### src/rtl/bch_enc_pkg.sv
package bch_enc_pkg;
  localparam int LEN_W   = 16;
  localparam int MSG_MAX = 51;
  localparam int PAR_W   = 12;
  localparam logic [PAR_W-1:0] GEN_LOW = 12'h539;
  localparam int KW = $clog2(MSG_MAX + 1);
  localparam int PW = $clog2(PAR_W);
  localparam int DW = LEN_W + 1;

  typedef enum logic [2:0] {
    ST_IDLE, ST_DIV1, ST_DIV2, ST_MSG, ST_PAR
  } enc_state_t;
endpackage

### src/rtl/bch_div.sv
module bch_div #(
  parameter int W = 17
) (
  input  logic         clk,
  input  logic         rst_n,
  input  logic         go,
  input  logic [W-1:0] num,
  input  logic [W-1:0] den,
  output logic [W-1:0] quo,
  output logic         done
);
  localparam int CW = $clog2(W + 1);

  logic [W-1:0]  rem_q, rem_d, quo_q, quo_d, den_q, den_d;
  logic [CW-1:0] cnt_q, cnt_d;
  logic          done_q, done_d;
  logic [W:0]    part, diff;
  logic          ge;

  assign part = {rem_q, quo_q[W-1]};
  assign ge   = part >= {1'b0, den_q};
  assign diff = part - {1'b0, den_q};

  always_comb begin
    rem_d  = rem_q;
    quo_d  = quo_q;
    den_d  = den_q;
    cnt_d  = cnt_q;
    done_d = 1'b0;
    if (go) begin
      rem_d = '0;
      quo_d = num;
      den_d = den;
      cnt_d = CW'(W);
    end else if (cnt_q != '0) begin
      rem_d  = ge ? diff[W-1:0] : part[W-1:0];
      quo_d  = {quo_q[W-2:0], ge};
      cnt_d  = cnt_q - 1'b1;
      done_d = (cnt_q == CW'(1));
    end
  end

  always_ff @(posedge clk or negedge rst_n) begin
    if (!rst_n) begin
      rem_q  <= '0;
      quo_q  <= '0;
      den_q  <= '0;
      cnt_q  <= '0;
      done_q <= 1'b0;
    end else begin
      rem_q  <= rem_d;
      quo_q  <= quo_d;
      den_q  <= den_d;
      cnt_q  <= cnt_d;
      done_q <= done_d;
    end
  end

  assign quo  = quo_q;
  assign done = done_q;
endmodule

### src/rtl/bch_lfsr.sv
module bch_lfsr #(
  parameter int W = 12,
  parameter logic [W-1:0] POLY = 12'h539
) (
  input  logic clk,
  input  logic rst_n,
  input  logic clr,
  input  logic feed,
  input  logic shift,
  input  logic din,
  output logic msb
);
  logic [W-1:0] r_q, r_d;
  logic         fb;

  assign fb = din ^ r_q[W-1];

  always_comb begin
    r_d = r_q;
    if (clr)        r_d = '0;
    else if (feed)  r_d = {r_q[W-2:0], 1'b0} ^ ({W{fb}} & POLY);
    else if (shift) r_d = {r_q[W-2:0], 1'b0};
  end

  always_ff @(posedge clk or negedge rst_n) begin
    if (!rst_n) r_q <= '0;
    else        r_q <= r_d;
  end

  assign msb = r_q[W-1];
endmodule

### src/rtl/bch_short_enc.sv
module bch_short_enc
  import bch_enc_pkg::*;
(
  input  logic             clk,
  input  logic             rst_n,
  input  logic             start_i,
  input  logic [LEN_W-1:0] len_i,
  input  logic             in_bit_i,
  input  logic             in_valid_i,
  output logic             in_ready_o,
  output logic             out_bit_o,
  output logic             out_valid_o,
  output logic             out_sof_o,
  output logic             out_last_o
);
  enc_state_t       st_q, st_d;
  logic [LEN_W-1:0] n_q, n_d, taken_q, taken_d, left_q, left_d;
  logic [KW-1:0]    klen_q, klen_d, kcnt_q, kcnt_d;
  logic [PW-1:0]    pcnt_q, pcnt_d;
  logic             div_go, div_done;
  logic [DW-1:0]    div_num, div_den, div_quo;
  logic             msg_ph, par_ph, pad, fire, par_bit;

  assign msg_ph = (st_q == ST_MSG);
  assign par_ph = (st_q == ST_PAR);
  assign pad    = (taken_q == n_q);
  assign fire   = msg_ph && (pad || in_valid_i);

  assign div_go  = ((st_q == ST_IDLE) && start_i && (len_i != '0)) ||
                   ((st_q == ST_DIV1) && div_done);
  assign div_num = (st_q == ST_IDLE) ? ({1'b0, len_i} + DW'(MSG_MAX - 1))
                                     : ({1'b0, n_q} + div_quo - DW'(1));
  assign div_den = (st_q == ST_IDLE) ? DW'(MSG_MAX) : div_quo;

  bch_div #(.W(DW)) u_div (
    .clk(clk), .rst_n(rst_n), .go(div_go), .num(div_num),
    .den(div_den), .quo(div_quo), .done(div_done)
  );

  bch_lfsr #(.W(PAR_W), .POLY(GEN_LOW)) u_lfsr (
    .clk(clk), .rst_n(rst_n), .clr(div_go), .feed(fire),
    .shift(par_ph), .din(out_bit_o), .msb(par_bit)
  );

  always_comb begin
    st_d    = st_q;
    n_d     = n_q;
    taken_d = taken_q;
    left_d  = left_q;
    klen_d  = klen_q;
    kcnt_d  = kcnt_q;
    pcnt_d  = pcnt_q;
    case (st_q)
      ST_IDLE: if (div_go) begin
        n_d  = len_i;
        st_d = ST_DIV1;
      end
      ST_DIV1: if (div_done) begin
        left_d = div_quo[LEN_W-1:0];
        st_d   = ST_DIV2;
      end
      ST_DIV2: if (div_done) begin
        klen_d  = div_quo[KW-1:0];
        taken_d = '0;
        kcnt_d  = '0;
        st_d    = ST_MSG;
      end
      ST_MSG: if (fire) begin
        if (!pad) taken_d = taken_q + 1'b1;
        if (kcnt_q == klen_q - 1'b1) begin
          kcnt_d = '0;
          pcnt_d = '0;
          st_d   = ST_PAR;
        end else begin
          kcnt_d = kcnt_q + 1'b1;
        end
      end
      ST_PAR: begin
        pcnt_d = pcnt_q + 1'b1;
        if (pcnt_q == PW'(PAR_W - 1)) begin
          left_d = left_q - 1'b1;
          st_d   = (left_q == LEN_W'(1)) ? ST_IDLE : ST_MSG;
        end
      end
      default: st_d = ST_IDLE;
    endcase
  end

  always_ff @(posedge clk or negedge rst_n) begin
    if (!rst_n) begin
      st_q    <= ST_IDLE;
      n_q     <= '0;
      taken_q <= '0;
      left_q  <= '0;
      klen_q  <= '0;
      kcnt_q  <= '0;
      pcnt_q  <= '0;
    end else begin
      st_q    <= st_d;
      n_q     <= n_d;
      taken_q <= taken_d;
      left_q  <= left_d;
      klen_q  <= klen_d;
      kcnt_q  <= kcnt_d;
      pcnt_q  <= pcnt_d;
    end
  end

  assign in_ready_o  = msg_ph && !pad;
  assign out_valid_o = fire || par_ph;
  assign out_bit_o   = par_ph ? par_bit : (msg_ph && !pad && in_bit_i);
  assign out_sof_o   = fire && (kcnt_q == '0);
  assign out_last_o  = par_ph && (pcnt_q == PW'(PAR_W - 1)) &&
                       (left_q == LEN_W'(1));
endmodule

### config.mk
export PLATFORM = sky130hd
export DESIGN_NAME = bch_short_enc
export DESIGN_NICKNAME = d
export VERILOG_FILES = /design/src/rtl/bch_enc_pkg.sv /design/src/rtl/bch_div.sv /design/src/rtl/bch_lfsr.sv /design/src/rtl/bch_short_enc.sv
export SDC_FILE = /design/constraint.sdc
export NUM_CORES = 1
export LEC_CHECK = 0
export BUFFER_PORTS_ARGS = -buffer_cell sky130_fd_sc_hd__clkbuf_2
export CAP_MARGIN = 20
export CORE_ASPECT_RATIO = 0.6
export CORE_UTILIZATION = 58
export DETAILED_ROUTE_END_ITERATION = 8
export PLACE_DENSITY = 0.78
export SETUP_SLACK_MARGIN = 0.02
export SYNTH_ARGS = -nofsm -noshare
export SYNTH_HDL_FRONTEND = slang
export SYNTH_HIERARCHICAL = 1
export SYNTH_SLANG_ARGS = --single-unit
### constraint.sdc
create_clock -name clk -period 2.85 [get_ports clk]
set_input_delay 0 -clock clk [delete_from_list [all_inputs] [get_ports clk]]
set_output_delay 0 -clock clk [all_outputs]
set_load 0.1 [all_outputs]
**Word-level counts from Yosys, hierarchy flattened**

Cells that the tools add are included.

- Bits in registers: 136
- Bits of input ports: 21
- Output and inout port bits: 5

- Add/subtract/negate cells: 10
- Order comparisons: 1
- Equality and inequality tests: 16
- Mux-type cells: 37
- Bitwise operators: 2
- Reduce and logical (&&, ||, !) cells: 29

Operators with widths:

| operator | number |
|---|---|
| 17-bit two-way mux | 7 |
| 16-bit two-way mux | 5 |
| 16-bit one-hot mux with 2 select lines | 2 |
| 12-bit two-way mux | 3 |
| 18-bit by 17-bit >= comparator with 1-bit output | 1 |
| 3-bit two-way mux | 6 |
| 6-bit two-way mux | 3 |
| 16-bit by 17-bit adder with 17-bit output | 1 |
| 16-bit by 6-bit adder with 17-bit output, second input constant | 1 |
| 17-bit by 1-bit subtractor with 17-bit output, second input constant | 1 |
| 17-bit subtractor | 1 |
| 16-bit by 1-bit adder with 16-bit output, second input constant | 1 |
| 16-bit by 1-bit == test with 1-bit output, second input constant | 1 |
| 16-bit == test | 1 |
| 16-bit nonzero test | 1 |
| 16-bit by 1-bit subtractor with 16-bit output, second input constant | 1 |
| 3-bit one-hot mux with 5 select lines | 1 |
| 6-bit one-hot mux with 2 select lines | 1 |
| 12-bit by 11-bit XOR with 12-bit output | 1 |
| 5-bit two-way mux | 2 |
| 2-bit by 1-bit != test with 1-bit output, second input constant | 5 |
| 1-bit logical AND | 9 |
| 3-bit AND reduction | 3 |
| 4-bit two-way mux | 2 |
| other kinds (25) | 35 |

**Logic depth before layout (Yosys ltp)**

Gate-level depths: netlist of the first run.

- Word-level depth: 9
- Depth in mapped cells: 13

**Modules after synthesis**

Netlist of the first run, hierarchy kept.

By module, submodules not included:

| module | instances | cells an instance | area an instance (µm²) | sequential area each (µm²) |
|---|---|---|---|---|
| bch_short_enc | 1 | 677 | 5479.0 | 1676.6 |
| bch_div | 1 | 404 | 3580.9 | 1426.4 |
| bch_lfsr | 1 | 61 | 610.6 | 300.3 |

**Least setup slack after synthesis of the first run**

No wires, ideal clock.

- Path type: register -> register
- From: register taken_q[3]
- To: register u_lfsr.r_q[3]
- Setup time: 0.094 ns
- Arrival: 3.972 ns
- Required time: 2.756 ns
- Setup slack: -1.216 ns
- Cell stages (with the launch flop): 11
- Period minus slack after synthesis: 4.066 ns
- Cell sequence: dfrtp_1 > clkbuf_1 > xnor2_1 > nand4_1 > nor4_2 > clkbuf_1 > nor2_1 > a22o_1 > xor2_4 > xnor2_1 > a211oi_1

- Word-level cells in the longest chain between the ends: 9

RTL lines:

| element | line | text |
|---|---|---|
| start, declared | bch_short_enc.sv:17 | `logic [LEN_W-1:0] n_q, n_d, taken_q, taken_d, left_q, left_d;` |
| start signal, assigned | bch_short_enc.sv:101 | `taken_q <= taken_d;` |
| 16-bit == test | bch_short_enc.sv:26 | `assign pad = (taken_q == n_q);` |
| 1-bit zero test | - |  |
| 1-bit logical AND | - |  |
| net in_ready_o | bch_short_enc.sv:10 | `output logic in_ready_o,` |
| 1-bit logical AND | bch_short_enc.sv:111 | `assign out_bit_o = par_ph ? par_bit : (msg_ph && !pad && in_bit_i);` |
| 1-bit two-way mux | bch_short_enc.sv:111 |  |
| net out_bit_o | bch_short_enc.sv:11 | `output logic out_bit_o,` |
| 1-bit XOR | bch_lfsr.sv:16 | `assign fb = din ^ r_q[W-1];` |
| 12-bit by 11-bit XOR with 12-bit output | bch_lfsr.sv:21 | `else if (feed) r_d = {r_q[W-2:0], 1'b0} ^ ({W{fb}} & POLY);` |
| 12-bit two-way mux | bch_lfsr.sv:21 |  |
| 12-bit two-way mux | bch_lfsr.sv:20 | `if (clr) r_d = '0;` |
| end signal, assigned | bch_lfsr.sv:27 | `else r_q <= r_d;` |
| end, declared | bch_lfsr.sv:13 | `logic [W-1:0] r_q, r_d;` |

The timed path passes the listed nets, and every way through them passes these cells.
A chain may end at the register's enable or synchronous reset.

**Final worst setup path of the first run**

- From: register n_q[7]
- To: register u_div.quo_q[14] (netlist: u_div/quo[14])

- Word-level cells in the longest chain between the ends: 4

RTL lines:

| element | line | text |
|---|---|---|
| start, declared | bch_short_enc.sv:17 |  |
| start signal, assigned | bch_short_enc.sv:100 | `n_q <= n_d;` |
| 16-bit by 17-bit adder with 17-bit output | bch_short_enc.sv:32 | `: ({1'b0, n_q} + div_quo - DW'(1));` |
| 17-bit by 1-bit subtractor with 17-bit output | bch_short_enc.sv:32 |  |
| 17-bit two-way mux | bch_short_enc.sv:31 | `assign div_num = (st_q == ST_IDLE) ? ({1'b0, len_i} + DW'(MSG_MAX - 1))` |
| net div_num[14] | bch_short_enc.sv:21 | `logic [DW-1:0] div_num, div_den, div_quo;` |
| 17-bit two-way mux | bch_div.sv:30 | `if (go) begin` |
| end signal, assigned | bch_div.sv:52 | `quo_q <= quo_d;` |
| end, declared | bch_div.sv:14 | `logic [W-1:0] rem_q, rem_d, quo_q, quo_d, den_q, den_d;` |

The timed path passes the listed nets, and every way through them passes these cells.

==> metrics.cfg, run 1 <==
[logic_synthesis]
synth-simple-area-share_pct = 19.5
synth_compound_area_share_pct = 19.9
synthCells = 1142
ys_types = 83
ys_async_sr_fraction_pct = 100
syn_area_sq_um = 9670
synth_top_family_by_area = compound AO/OA/AOI/OAI gates
synth.avg_cell_area_sq_um = 8.47
synth_nets = 1224
yosys_register_bits = 136
yosys_warnings = 6
ys_top_cells_by_area = dfrtp_1, ha_1, xnor2_1
synth_xor_area_share_pct = 6.99
yosysTopAreaCell = dfrtp_1
synth_fa_ha_area_share_pct = 8.05
synth_ff_type = dfrtp_1
ys_seq_area_share_pct = 35.2
synthMuxAreaShare_pct = 4.15
synth_top_area_share_pct = 35.2
synth_edf_count = 0

[timing]
skew_ns = 0.0110
setup_viol = 0
fin_ws_ns = 0.0667
hold_viol = 0
rsz0062_at_grt = true
layout_worst_path_cycle_share_pct = 97.7
min_period_ns = 2.78
slew_headroom_pct = 38.6
setup_tns_ns = 0
final-max-slew-violation-count = 0
worst_pin_slew_ns = 0.918
fmax_ghz = 0.359

[setup_path]
crit_arrival_ns = 3.07
startpoint_type = flip-flop
crit_fanout = 4
endpoint_kind = flip-flop
crit_path_cell_trace = inv_1, ha_1, inv_1, ha_1, a21oi_1, a21boi_2, a211o_1, a31oi_2, xnor2_1, o21ai_1, nand2_1, o21ai_0
worstSetupPathType = reg -> reg
cp_slowest_stage_delay_ns = 0.45
slowest_stage = dfrtp_1
reg2regPathDepth = 12
cp.required_ns = 3.13

[floorplan]
coreArea_sq_um = 16300
die_height_um = 102
initial_core_util_pct = 59.5
die_area_sq_um = 17200
die_w_um = 169
rows = 36
ioPinCount = 26

[drt]
routedWlPerCell_um = 18.4
dr.pass1.iters = 6
vias = 8809
drtIter0Drc = 952
route.detailed.drc = 0
routed_wirelength_um = 26600
antenna_left = 0
via_per_inst = 6.11

[cells_and_area]
drive_gt1_share_pct = 13.8
utilization_pct = 69.0
layout.nets = 1282
diodes = 0
syn_to_final_growth_pct = 16.0

[outcome]
status = finished, final reports clean

[clock_network]
root_buffer = clkbuf_16
cts_tree = yes
cts_buffers = 17
clockBufferDepth = 2
ctsHtreeMaxLevel = 4
clk_pin_slew_ns = 0.06
clock_latency_ns = 0.43
clock-sinks = 136

[global_route]
grt.total_usage_pct = 32.3
grt.overflow.total = 0
grt_pass1_wl_um = 42800
grt_max_degree = 82
grt_pass1_vias = 8153
antenna_found_initial = 0

[placement]
place_ws_ns = 0.0294
gp_congestion = 0.902
place.port_buffers = 25
place_hpwl_um = 18300

[min_path]
hold_depth = 4
min_path_type = in -> reg

[job]
drv_cap = 0

-- repair_timing --
item                                    4_1_cts  5_1_grt
endpoints found under the hold margin        91        0
buffers inserted                              0        8
cloned                                        0        0
endpoints found under the setup margin        4       23
resized for setup                             4       25
pin swaps                                     1        9
hold buffers                                 18        0
-- placed cells by master (no fill, tap or decap), types with 24 or more instances in the layout --
master,n
dfrtp_1,135
nand2_1,122
inv_1,101
nor2_1,90
o21ai_0,87
xnor2_1,60
a21oi_1,59
ha_1,57
buf_4,43
a211oi_1,24
-- critical path, delay by kind of cell (launching register included) --
kind            cells  cell delay (ns)
fa+ha+maj           2             0.65
compound gates      6             1.18
flops               1             0.45
buf+inv             2             0.16
simple gates        1             0.08
xor+xnor            1             0.14
-- area by class of cell --
type | count | area (sq um)
Multi-Input combinational cell | 853 | 5820
Tap cell | 228 | 285
Sequential cell | 136 | 3400
Inverter | 103 | 387
Clock buffer | 20 | 457
Timing Repair Buffer | 89 | 739
Clock inverter | 12 | 126
Fill cell | 1250 | 5040
-- registers in the layout (all words and copies together) (netlist names) --
register     count
left_q          16
pcnt_q           4
u_lfsr/r_q      12
u_div/den_q     17
u_div/quo       17
n_q             16
st_q             3
kcnt_q           6
u_div/cnt_q      5
u_div/rem_q     17
taken_q         16
u_div/done       1
klen_q           6
-- layer usage --
layer	part of all wire, %	vias up	global-route usage [%]
li1	-	4162	-
met1	48	4189	48.3
met2	41	409	46.1
met3	9.7	49	8.13
met4	1.5	0	8.39
met5	0	-	0
-- Yosys cell counts (16+ instances only) --
cell type	instances
a211oi_1	26
ha_1	59
nand2b_1	16
nand4_1	18
nand2_1	122
inv_1	102
mux2i_1	21
mux2_2	16
nand3_1	22
clkbuf_1	42
o21ai_0	91
nor3_1	23
o21ai_1	16
xnor2_1	60
a21oi_1	60
dfrtp_1	136
nor2_1	92
-- final timing paths --
check	slack, ns	to	from
hold reg to reg	0.52	klen_q[5]	klen_q[5]
hold / removal	0.15	u_lfsr/r_q[10]	in_bit_i
min in group asynchronous	0.17	u_lfsr/r_q[11]	rst_n
setup reg to reg	0.07	u_div/quo[14]	n_q[7]
max in group asynchronous	1.96	left_q[9]	rst_n
setup / recovery	0.07	u_div/quo[14]	n_q[7]
-- through the flow --
| stage | hold WS, ns | std cells | instance area (sq um) |
|---|---|---|---|
| final | 0.150 | 1441 | 11200 |
| after global routing | 0.188 | 1441 | 11200 |
| after detailed placement | 0.0796 | 1383 | 10300 |
| after CTS | 0.151 | 1433 | 11100 |
| after floorplan | -0.296 | 1142 | 9700 |
| after global placement | 0.0765 | 1383 | 10300 |
-- kinds of logic after synthesis --
kind of cell               Yosys count
AOI/OAI and AO/OA                  300
xor gates and xnor gates            75
adders and majority gates           61
buffers and inverters              153
DFF                                136
muxes                               38
and+or+nand+nor                    379
Power of run 1 is left out: the tool's default activity adds up to more than one toggle a clock period on the data nets, which glitch-free logic cannot reach.
==> run 2, diff against run 1 <==
Settings changed: ABC_AREA set to 1.
==> metrics.cfg, run 2 <==
[timing]
hold_viol = 0
final-max-slew-violation-count = 0
layout_worst_path_cycle_share_pct = 92.8
setup_tns_ns = 0
skew_ns = 0.00861
fmax_ghz = 0.378
rsz0062_at_grt = false
min_period_ns = 2.64
setup_viol = 0
whs_ns = 0.142
worst_pin_slew_ns = 0.685
slew_headroom_pct = 54.3

[logic_synthesis]
yosys_register_bits = 136
syn_area_sq_um = 10400
yosysTopAreaCell = dfrtp_1
ys_types = 50
ys_top_cells_by_area = dfrtp_1, nand2_1, inv_1
synth.avg_cell_area_sq_um = 6.72
synthTopCellsByCount = nand2_1, inv_1, dfrtp_1, nor2_1, nand3_1
synthCells = 1542
ys_async_sr_fraction_pct = 100
synth_top_area_share_pct = 32.8
synth_ff_type = dfrtp_1
synth_nets = 1624
synth_edf_count = 0
synth_most_common_cell = nand2_1
yosys_warnings = 6
ys_seq_area_share_pct = 32.8

[cells_and_area]
finalInstanceArea_sq_um = 11600
layout_commonest_cell = nand2_1
final_cell_mix = nand2_1, inv_1, dfrtp_1
diodes = 0
layout.nets = 1666
fin_cells = 1831
drive_gt1_share_pct = 8.89
syn_to_final_growth_pct = 11.5

[clock_network]
clk_pin_slew_ns = 0.06
root_buffer = clkbuf_16
cts_tree = yes
clock_latency_ns = 0.43
ctsHtreeMaxLevel = 4
clock-sinks = 136
clockBufferDepth = 2
cts_buffers = 17

[floorplan]
initial_core_util_pct = 59.9
ioPinCount = 26
rows = 37
coreArea_sq_um = 17300
die_area_sq_um = 18400
die_height_um = 106
die_w_um = 175

[power_and_ir_drop]
power.leakage_nw = 6.12
peakVddDrop_v = 0.000585
p_per_area_nw_per_um2 = 905

[global_route]
grt_max_degree = 71
antenna_found_initial = 0
grt_pass1_vias = 9039
grt_pass1_wl_um = 46900
grt.overflow.total = 0
grt.total_usage_pct = 32.6

[setup_path]
worstSetupPathType = reg -> reg
crit_path_frequent_cell = nand3_1
crit_arrival_ns = 2.95
crit_path_cell_trace = inv_1, ha_1, inv_1, ha_1, fa_1, nand3_1, nand2_1, inv_1, o21ai_1, nand3_1, nand3_1, nand3_1, nand2_1, a22oi_1, nand2_1
startpoint_type = flip-flop
cp.required_ns = 3.16
crit_fanout = 5
cp_slowest_stage_delay_ns = 0.44
slowest_stage = dfrtp_1
endpoint_kind = flip-flop

[drt]
antenna_left = 0
vias = 10200
dr.pass1.iters = 6
route.detailed.drc = 0
via_per_inst = 5.56
routed_wirelength_um = 28700
drtIter0Drc = 1266
routedWlPerCell_um = 15.7

[min_path]
min_path_type = in -> async

[placement]
place.port_buffers = 25
dp.cells = 1781
gp_congestion = 0.990
place_hpwl_um = 21500
place_area_sq_um = 10800

[job]
drv_cap = 0

[outcome]
status = finished, final reports clean

[run 2: layout make-up]
cell class | count | area [sq um]
Inverter | 253 | 950
Clock inverter | 13 | 169
Multi-Input combinational cell | 1115 | 5840
Tap cell | 234 | 293
Timing Repair Buffer | 61 | 459
Clock buffer | 19 | 453
Fill cell | 1554 | 5750
Sequential cell | 136 | 3400
[run 2: per-stage QoR]
| step | setup WS, ns | utilization [%] | power (W) |
|---|---|---|---|
| global route | 0.0591 | 66.8 | 0.0112 |
| CTS | 0.214 | 66.8 | 0.0103 |
| finish | 0.205 | 66.8 | 0.0105 |
| floorplan | 0.0679 | - | 0.00667 |
| global placement | 0.355 | 62.2 | 0.00779 |
| detailed placement | 0.254 | 62.2 | 0.00791 |
[run 2: report_power, final]
part	switching, W	leakage (nW)	internal (W)
Sequential	0.000380	1.61	0.00238
Clock	0.000922	0.304	0.00143
Combinational	0.00358	4.21	0.00177
Total	0.00488	6.12	0.00558
[run 2: worst paths after layout]
check / startpoint / endpoint / slack [ns] / cells after the start
setup / recovery: u_div/quo[1] / u_div/quo[15] / 0.21 / 15
hold / removal: rst_n / u_lfsr/r_q[10] / 0.14 / 2
setup reg to reg: u_div/quo[1] / u_div/quo[15] / 0.21 / 15
hold reg to reg: u_lfsr/r_q[5] / u_lfsr/r_q[5] / 0.49 / 2
max in group asynchronous: rst_n / n_q[10] / 2.01 / 3
min in group clk: start_i / u_div/cnt_q[3] / 0.17 / 6
[run 2: cells by family (layout without fill, tap and decap cells)]
family	count (synthesis)	in the layout	share of synthesized area, %
AOI/OAI and AO/OA	178	178	9.75
and+or+nand+nor	834	834	35.3
buffers and inverters	291	346	11.1
adders and majority gates	61	61	7.50
DFF	136	136	32.8
xor gates and xnor gates	42	42	3.55
[run 2: critical path, delay by kind of cell, from the launching register on]
| kind | cells | cell delay [ns] |
|---|---|---|
| simple gates | 7 | 0.62 |
| buf+inv | 3 | 0.23 |
| flops | 1 | 0.44 |
| fa+ha+maj | 3 | 0.94 |
| compound gates | 2 | 0.30 |
[run 2: layer usage]
layer	vias up	part of all wire, %	track usage [%]
met1	4716	49	50.8
met3	22	11	8.87
met5	-	0	0
met4	0	0.83	6.65
met2	473	39	44.1
li1	4964	-	-
[run 2: repair_timing]
item / 4_1_cts / 5_1_grt
hold buffers: 18 / 0
hold endpoints to repair: 86 / 0
buffers inserted: 0 / 0
setup endpoints to repair: 0 / 1
gates resized for setup: 0 / 1
(Power assumes the default switching activity.)
